==> src/rtl/seq_pkg.sv <==
package seq_pkg;
  localparam int OPC_W = 3;
  localparam int BUS_W = 3;

  typedef enum logic [BUS_W-1:0] {
    BUS_NONE = 3'b000,
    BUS_PC   = 3'b010,
    BUS_IR   = 3'b101,
    BUS_MEM  = 3'b111
  } bus_src_e;
endpackage

==> src/rtl/seq_timer.sv <==
module seq_timer #(
  parameter int SLOTS = 7
) (
  input  logic             clk,
  input  logic             rst_n,
  input  logic             start,
  input  logic             halt_req,
  input  logic             end_instr,
  output logic [SLOTS-1:0] t_slot
);
  localparam int SC_W = (SLOTS > 1) ? $clog2(SLOTS) : 1;
  localparam logic [SC_W-1:0] LAST = SC_W'(SLOTS - 1);

  logic [SC_W-1:0] sc;
  logic            running;

  always_ff @(posedge clk or negedge rst_n) begin
    if (!rst_n) begin
      sc      <= '0;
      running <= 1'b0;
    end else if (start) begin
      sc      <= '0;
      running <= 1'b1;
    end else if (running) begin
      if (halt_req)
        running <= 1'b0;
      else if (end_instr || sc == LAST)
        sc <= '0;
      else
        sc <= sc + SC_W'(1);
    end
  end

  for (genvar k = 0; k < SLOTS; k++) begin : g_slot
    assign t_slot[k] = running && (sc == SC_W'(k));
  end

  assert_step_R8: assert property (@(posedge clk) disable iff (!rst_n)
    running && !start && !halt_req && !end_instr && sc != LAST
    |=> sc == $past(sc) + SC_W'(1));

  assert_wrap_R8: assert property (@(posedge clk) disable iff (!rst_n)
    running && !start && !halt_req && sc == LAST |=> sc == '0);

  assert_freeze_R10: assert property (@(posedge clk) disable iff (!rst_n)
    running && halt_req && !start |=> !running && sc == $past(sc));
endmodule

==> src/rtl/op_decoder.sv <==
module op_decoder #(
  parameter int OPC_W = 3
) (
  input  logic [OPC_W-1:0]      opc,
  output logic [(1<<OPC_W)-1:0] d_line
);
  for (genvar k = 0; k < (1 << OPC_W); k++) begin : g_dec
    assign d_line[k] = (opc == OPC_W'(k));
  end

  always_comb begin
    assert_onehot_R5: assert ($onehot(d_line));
  end
endmodule

==> src/rtl/strobe_gen.sv <==
module strobe_gen
  import seq_pkg::*;
#(
  parameter int SLOTS = 7,
  parameter int FLD_W = 12
) (
  input  logic [SLOTS-1:0] t_slot,
  input  logic             d_top,
  input  logic             ind_flag,
  input  logic [FLD_W-1:0] op_field,
  output bus_src_e         bus_sel,
  output logic             ar_load,
  output logic             ir_load,
  output logic             pc_inc,
  output logic             mem_read,
  output logic             is_memref,
  output logic             is_regref,
  output logic             is_io,
  output logic             reg_op_single
);
  logic indirect_go;

  assign indirect_go = t_slot[3] && !d_top && ind_flag;
  assign is_memref   = t_slot[3] && !d_top;
  assign is_regref   = t_slot[3] && d_top && !ind_flag;
  assign is_io       = t_slot[3] && d_top && ind_flag;
  assign reg_op_single = is_regref && $onehot(op_field);

  always_comb begin
    bus_sel  = BUS_NONE;
    ar_load  = 1'b0;
    ir_load  = 1'b0;
    pc_inc   = 1'b0;
    mem_read = 1'b0;
    if (t_slot[0]) begin
      bus_sel = BUS_PC;
      ar_load = 1'b1;
    end else if (t_slot[1]) begin
      bus_sel  = BUS_MEM;
      mem_read = 1'b1;
      ir_load  = 1'b1;
      pc_inc   = 1'b1;
    end else if (t_slot[2]) begin
      bus_sel = BUS_IR;
      ar_load = 1'b1;
    end else if (indirect_go) begin
      bus_sel  = BUS_MEM;
      mem_read = 1'b1;
      ar_load  = 1'b1;
    end
  end

  always_comb begin
    assert_class_R7: assert ($countones({is_memref, is_regref, is_io}) == (t_slot[3] ? 1 : 0));
    assert_pc_slot_R3: assert (!pc_inc || t_slot[1]);
  end
endmodule

==> src/rtl/instr_cycle_sequencer.sv <==
module instr_cycle_sequencer
  import seq_pkg::*;
#(
  parameter int SLOTS  = 7,
  parameter int WORD_W = 16
) (
  input  logic              clk,
  input  logic              rst_n,
  input  logic              start,
  input  logic              halt_req,
  input  logic              end_instr,
  input  logic [WORD_W-1:0] ir_word,
  output logic [SLOTS-1:0]  t_slot,
  output logic [7:0]        d_line,
  output logic              ind_flag,
  output logic [2:0]        bus_sel,
  output logic              ar_load,
  output logic              ir_load,
  output logic              pc_inc,
  output logic              mem_read,
  output logic              is_memref,
  output logic              is_regref,
  output logic              is_io,
  output logic              reg_op_single
);
  localparam int FLD_W = WORD_W - 1 - OPC_W;
  localparam int IND_B = WORD_W - 1;

  bus_src_e bus_src;

  seq_timer #(.SLOTS(SLOTS)) u_timer (
    .clk      (clk),
    .rst_n    (rst_n),
    .start    (start),
    .halt_req (halt_req),
    .end_instr(end_instr),
    .t_slot   (t_slot)
  );

  op_decoder #(.OPC_W(OPC_W)) u_dec (
    .opc   (ir_word[IND_B-1 -: OPC_W]),
    .d_line(d_line)
  );

  always_ff @(posedge clk or negedge rst_n) begin
    if (!rst_n)         ind_flag <= 1'b0;
    else if (t_slot[2]) ind_flag <= ir_word[IND_B];
  end

  strobe_gen #(.SLOTS(SLOTS), .FLD_W(FLD_W)) u_strb (
    .t_slot       (t_slot),
    .d_top        (d_line[7]),
    .ind_flag     (ind_flag),
    .op_field     (ir_word[FLD_W-1:0]),
    .bus_sel      (bus_src),
    .ar_load      (ar_load),
    .ir_load      (ir_load),
    .pc_inc       (pc_inc),
    .mem_read     (mem_read),
    .is_memref    (is_memref),
    .is_regref    (is_regref),
    .is_io        (is_io),
    .reg_op_single(reg_op_single)
  );

  assign bus_sel = bus_src;

  assert_start_R11: assert property (@(posedge clk) disable iff (!rst_n)
    start |=> t_slot == SLOTS'(1));

  assert_end_R9: assert property (@(posedge clk) disable iff (!rst_n)
    (|t_slot) && end_instr && !halt_req && !start |=> t_slot == SLOTS'(1));

  assert_halt_R10: assert property (@(posedge clk) disable iff (!rst_n)
    (|t_slot) && halt_req && !start |=> t_slot == '0);

  assert_mode_R4: assert property (@(posedge clk) disable iff (!rst_n)
    t_slot[2] |=> ind_flag == $past(ir_word[IND_B]));

  assert_fetch_after_R3: assert property (@(posedge clk) disable iff (!rst_n)
    ir_load && !start && !halt_req && !end_instr |=> t_slot[2]);

  assert_ar_slot_R2: assert property (@(posedge clk) disable iff (!rst_n)
    ar_load |-> t_slot[0] || t_slot[2] || t_slot[3]);

  assert_indirect_R6: assert property (@(posedge clk) disable iff (!rst_n)
    t_slot[3] && !d_line[7] && ind_flag |-> mem_read && ar_load);
endmodule

==> config.mk <==
export PLATFORM = sky130hd
export DESIGN_NAME = instr_cycle_sequencer
export DESIGN_NICKNAME = d
export VERILOG_FILES = /design/src/rtl/seq_pkg.sv /design/src/rtl/seq_timer.sv /design/src/rtl/op_decoder.sv /design/src/rtl/strobe_gen.sv /design/src/rtl/instr_cycle_sequencer.sv
export SDC_FILE = /design/constraint.sdc
export NUM_CORES = 1
export LEC_CHECK = 0
export BUFFER_PORTS_ARGS = -buffer_cell sky130_fd_sc_hd__buf_4
export CORE_UTILIZATION = 44
export DETAILED_ROUTE_END_ITERATION = 6
export PLACE_DENSITY = 0.79
export SETUP_SLACK_MARGIN = 0.15
export SYNTH_ARGS = -nofsm -noshare
export SYNTH_HDL_FRONTEND = slang
export SYNTH_SLANG_ARGS = --single-unit
export TNS_END_PERCENT = 100
==> constraint.sdc <==
create_clock -name clk -period 4.3 [get_ports clk]
set_input_delay 0.43 -clock clk [delete_from_list [all_inputs] [get_ports clk]]
set_output_delay 0.43 -clock clk [all_outputs]
set_load 0.05 [all_outputs]
; After elaboration in Yosys (flattened, before gate mapping)
; Index checks and enable logic that the tools add are counted.
[classes]
eq_ne = 15
reduce_logical = 20
n_mux = 20
addsub = 12
[op_table]
columns = op, n
row1 = $mux 3, 8
row2 = $eq 3x3->1 const B, 7
row3 = $add 4x4->4, 5
row4 = $logic_and 1x1->1, 13
row5 = $add 1x1->2, 6
row6 = $eq 3x2->1 const B, 4
row7 = $mux 1, 12
row8 = $eq 3x1->1 const B, 2
row9 = $logic_not 3->1, 2
row10 = $eq 4x1->1 const B, 1
row11 = $add 3x1->3 const B, 1
row12 = $logic_not 1->1, 2
row13 = $ne 2x2->1 const B, 1
row14 = $reduce_and 2->1, 1
row15 = $reduce_bool 2->1, 1
row16 = $logic_or 1x1->1, 1
[totals]
register_bits = 5
output_inout_bits = 27
wordCells = 70
input_bits = 21

; Longest topological paths before layout
[logic_depth]
depth_word = 8
depth_mapped = 12

; Hierarchy
; A second synthesis with hierarchy kept.
[unflattened]
cells_unflattened = 83
area_unflattened_um2 = 802.0
[modules_own_cells]
columns = module, area_each_um2, n_inst, cells_per_inst
row1 = strobe_gen, 385.4, 1, 43
row2 = seq_timer, 311.5, 1, 30
row3 = op_decoder, 65.1, 1, 8
row4 = instr_cycle_sequencer, 40.0, 1, 2

; Worst setup path before layout
; OpenSTA, ideal clock, no wires.
[synth_timing]
kind = input -> output
start = input port ir_word[10]
end = output port reg_op_single
setup_slack_ns = 0.359
stages = 12
required_ns = 3.870
path_buffers = 0
arrival_ns = 3.511
path_cell_list = ha_1 -> inv_1 -> fa_1 -> fa_1 -> inv_1 -> fa_1 -> ha_1 -> inv_1 -> fa_1 -> xor2_1 -> and3_1 -> o211a_1
[synth_between]
elab_chain_len = 5
[synth_rtl]
columns = element, line_no
row1 = start: declaration, instr_cycle_sequencer.sv:12  ; input logic [WORD_W-1:0] ir_word,
row2 = $add 1x1->2 (not written as such), strobe_gen.sv:27  ; assign reg_op_single = is_regref && $onehot(op_field);
row3 = $add 4x4->4 (not written as such) (2 in a row), strobe_gen.sv:27
row4 = $eq 4x1->1, strobe_gen.sv:27
row5 = $logic_and 1x1->1, strobe_gen.sv:27
row6 = end: declaration, instr_cycle_sequencer.sv:24  ; output logic reg_op_single
; No other way between the ends.

; Worst setup path after layout
[layout_timing]
start = input port ir_word[0]
end = output port reg_op_single
[layout_between]
elab_chain_len = 6
[layout_rtl]
columns = element, line_no
row1 = $add 1x1->2 (not written as such), strobe_gen.sv:27
row2 = $add 4x4->4 (not written as such) (3 in a row), strobe_gen.sv:27
row3 = $eq 4x1->1, strobe_gen.sv:27
row4 = $logic_and 1x1->1, strobe_gen.sv:27
; No other way between the ends.

==> qor.txt <==
Mapped Nets: 141
DP Area: 0.001205 mm2
worst path cell trace: buf_4 > ha_1 > inv_1 > fa_1 > fa_1 > inv_1 > fa_1 > ha_2 > inv_1 > fa_1 > xor2_1 > and3_1 > o211a_1 > buf_6
GR Overflow Total: 0
setup slack, reg-to-reg: 2900 ps
PwrDens: 251.4 mW/mm2
Yosys cell types: 27
CP top delay family: adder cells
Die Footprint: 0.002149 mm2
Rel. slew slack: 82.02%
FF-to-FF Start: u_timer.sc[0]$_DFFE_PN0P_
clock latency on the worst-skew pair: 230 ps
Hold Path Stages: 2
initial antenna violation count: 0
Layout area overhead: 44.94%
final WL: 1.858 mm
Hold Crit Class: primary input to flop
per-cell routed wire length: 10.87 um
CP Depth: 14
area of the mapped netlist: 865.8 um2
Worst Min Path Start: ir_word[15]
# diodes: 0
Starting Density: 48.56%
Die Height: 46.36 um
Port Buffers: 47
CP max FO: 2
final cell count without fillers: 171
Yosys top cell by area: ha_1
setup tns final: 0 ps
CP Launch Type: primary input
critical path data required time: 3870 ps
via total after detailed routing: 827
Layout Nets: 190
cts bufs inserted: 3
Ports: 48
Worst Clk Skew: 5.078 ps
status: complete, no violations
1st-iter DRT viols: 5
Seq/Total Area, Yosys: 14.45%
post-route setup slack: 280.9 ps
pin count of the biggest net entering global routing: 11
WHS Endpoint: ind_flag$_DFFE_PN0P_
crit path buf inv count: 5
Syn Area/Cell: 8.835 um2
CP arrival: 3590 ps
Root Driver: clkbuf_4
DRC Markers: 0
crit path kind: primary input to primary output
R2R Path End: ind_flag$_DFFE_PN0P_
CTS H-tree lvls: 1
1st-pass router iterations: 4
top post-synthesis cells by area: ha_1 (22%), fa_1 (16%), dfrtp_1 (14%)
Placed Cells: 165
setup violators final: 0
crit-path max cell delay: 500 ps
fin crit period: 4019 ps
first-pass GRT wire length: 2.891 mm
Synth Register Bits: 5
dpl ws: 192.3 ps
Final Cycle Share: 93.47%
Setup crit end kind: primary output
core box area: 0.001783 mm2
GPL Wtd Cong: 0.8309
vias in the first global route: 746
CTS tree: built
Max Root-Sink Buffers: 2
Synth warnings: 0
Most common cell on crit path: fa_1
Final Hold Fails: 0
Cells after Synth: 98
vias per cell: 4.836
row cnt: 15
max-cap viol count: 0
worst-case reg-to-reg path depth: 4
RSZ-0062 raised after global routing: no
leakage power: 0.7308 nW
Worst VDD drop: 0.2656 mV
Final ANT Viol Nets: 0
DP Wirelength: 1.674 mm
CTS Sinks: 5
maximum clock frequency: 0.2488 GHz
Yosys top cell area share: 21.68%
Slew @ Worst Pin: 266.2 ps
Final Max Tran Viols: 0
cell area after layout: 0.001255 mm2
clk slew on worst S/H paths: 40 ps
total track usage: 18.77%
share of cells above drive strength 1: 39.04%
die extent in x: 46.36 um
CP max-delay cell: fa_1
## stage by stage
| step | hold WS [ps] | util (%) | total power, mW |
|---|---|---|---|
| CTS | 418.8 | 69.61 | 0.3147 |
| finish | 417.1 | 70.39 | 0.3154 |
| detailed placement | 233.6 | 67.58 | 0.2600 |
| global placement | 230.8 | 67.58 | 0.2523 |
| floorplan | 134.4 | - | 0.2019 |
| global route | 436.7 | 70.39 | 0.3468 |
## sequential cells by signal, indices dropped and copies added (netlist names)
name / cells
u_timer.sc: 3
ind_flag: 1
u_timer.running: 1
## worst max path at each step
stage	start	to	slack, ps
detailed placement	ir_word[10]	reg_op_single	190
floorplan	ir_word[10]	reg_op_single	360
global route	ir_word[1]	reg_op_single	150
finish	ir_word[0]	reg_op_single	280
CTS	ir_word[10]	reg_op_single	180
global placement	ir_word[10]	reg_op_single	290
## cell type report
type / count / area (um2)
Inverter: 25 / 93.84
Multi-Input combinational cell: 63 / 604.3
Sequential cell: 5 / 125.1
Timing Repair Buffer: 49 / 374.1
Tap cell: 25 / 31.28
Clock buffer: 4 / 26.28
Fill cell: 145 / 528.0
## what timing repair did
action                                  CTS  global route
endpoints found under the hold margin     5             0
endpoints found under the setup margin    0             1
hold buffers                              1             0
buffers inserted                          0             1
gates resized for setup                   0             2
## cells in the mapped netlist
cell type	instances
buf_6	2
a2111o_1	1
nand3_1	4
o22ai_1	3
nor2_1	4
ha_1	15
nand2_1	3
a41oi_1	1
o31a_1	1
dfrtp_1	5
nor2_2	1
nor3_2	1
mux2i_1	1
a21oi_1	3
and3_1	2
inv_1	25
and3b_1	3
nand2b_1	2
buf_4	3
fa_1	7
mux2_1	1
and3_2	3
nor3_1	1
nand3b_1	1
nor3b_1	3
o211a_1	1
xor2_1	1
## cells by family after synthesis
family | count (synthesis) | synth area share, %
adders and majority gates | 22 | 37.86
DFF | 5 | 14.45
muxes | 2 | 2.457
xor gates and xnor gates | 1 | 1.012
AOI/OAI and AO/OA | 10 | 8.382
buffers and inverters | 30 | 16.04
and+or+nand+nor | 28 | 19.80
## power breakdown
group          internal, mW  total [mW]  leakage (nW)  switching [mW]
registers            0.0514      0.0571        0.0651         0.00570
clock network        0.0349      0.0517        0.0150          0.0168
logic                0.0884       0.207         0.651           0.118
total                 0.175       0.315         0.731           0.141
## metal layers
metal | part of all wire (%) | track usage (%) | routed length (um)
met5 | 0 | 0 | 0
met4 | 0.43 | 5.294 | 8
met3 | 3.2 | 2.353 | 60
met2 | 56 | 37.50 | 1049
met1 | 40 | 19.71 | 739
## cell usage in the layout, fill, tap and decap left out, types with 2 or more instances in the layout
master | synthesis | final
nand2b_1 | 2 | 2
fa_1 | 7 | 7
clkbuf_4 | 0 | 3
and3b_1 | 3 | 3
ha_1 | 15 | 14
nand3_1 | 4 | 4
dfrtp_1 | 5 | 5
inv_1 | 25 | 25
nor2_1 | 4 | 4
nor3b_1 | 3 | 3
nand2_1 | 3 | 3
a21oi_1 | 3 | 3
o22ai_1 | 3 | 3
and3_2 | 3 | 3
and3_1 | 2 | 2
buf_4 | 3 | 47
## worst reg2reg max path, stage by stage, from the launching register on
cell and delay [ps]:
dfrtp_1 390, inv_1 120, ha_1 190, and3b_1 250, mux2_1 340
No activity file was read; power rests on OpenSTA's default activity.
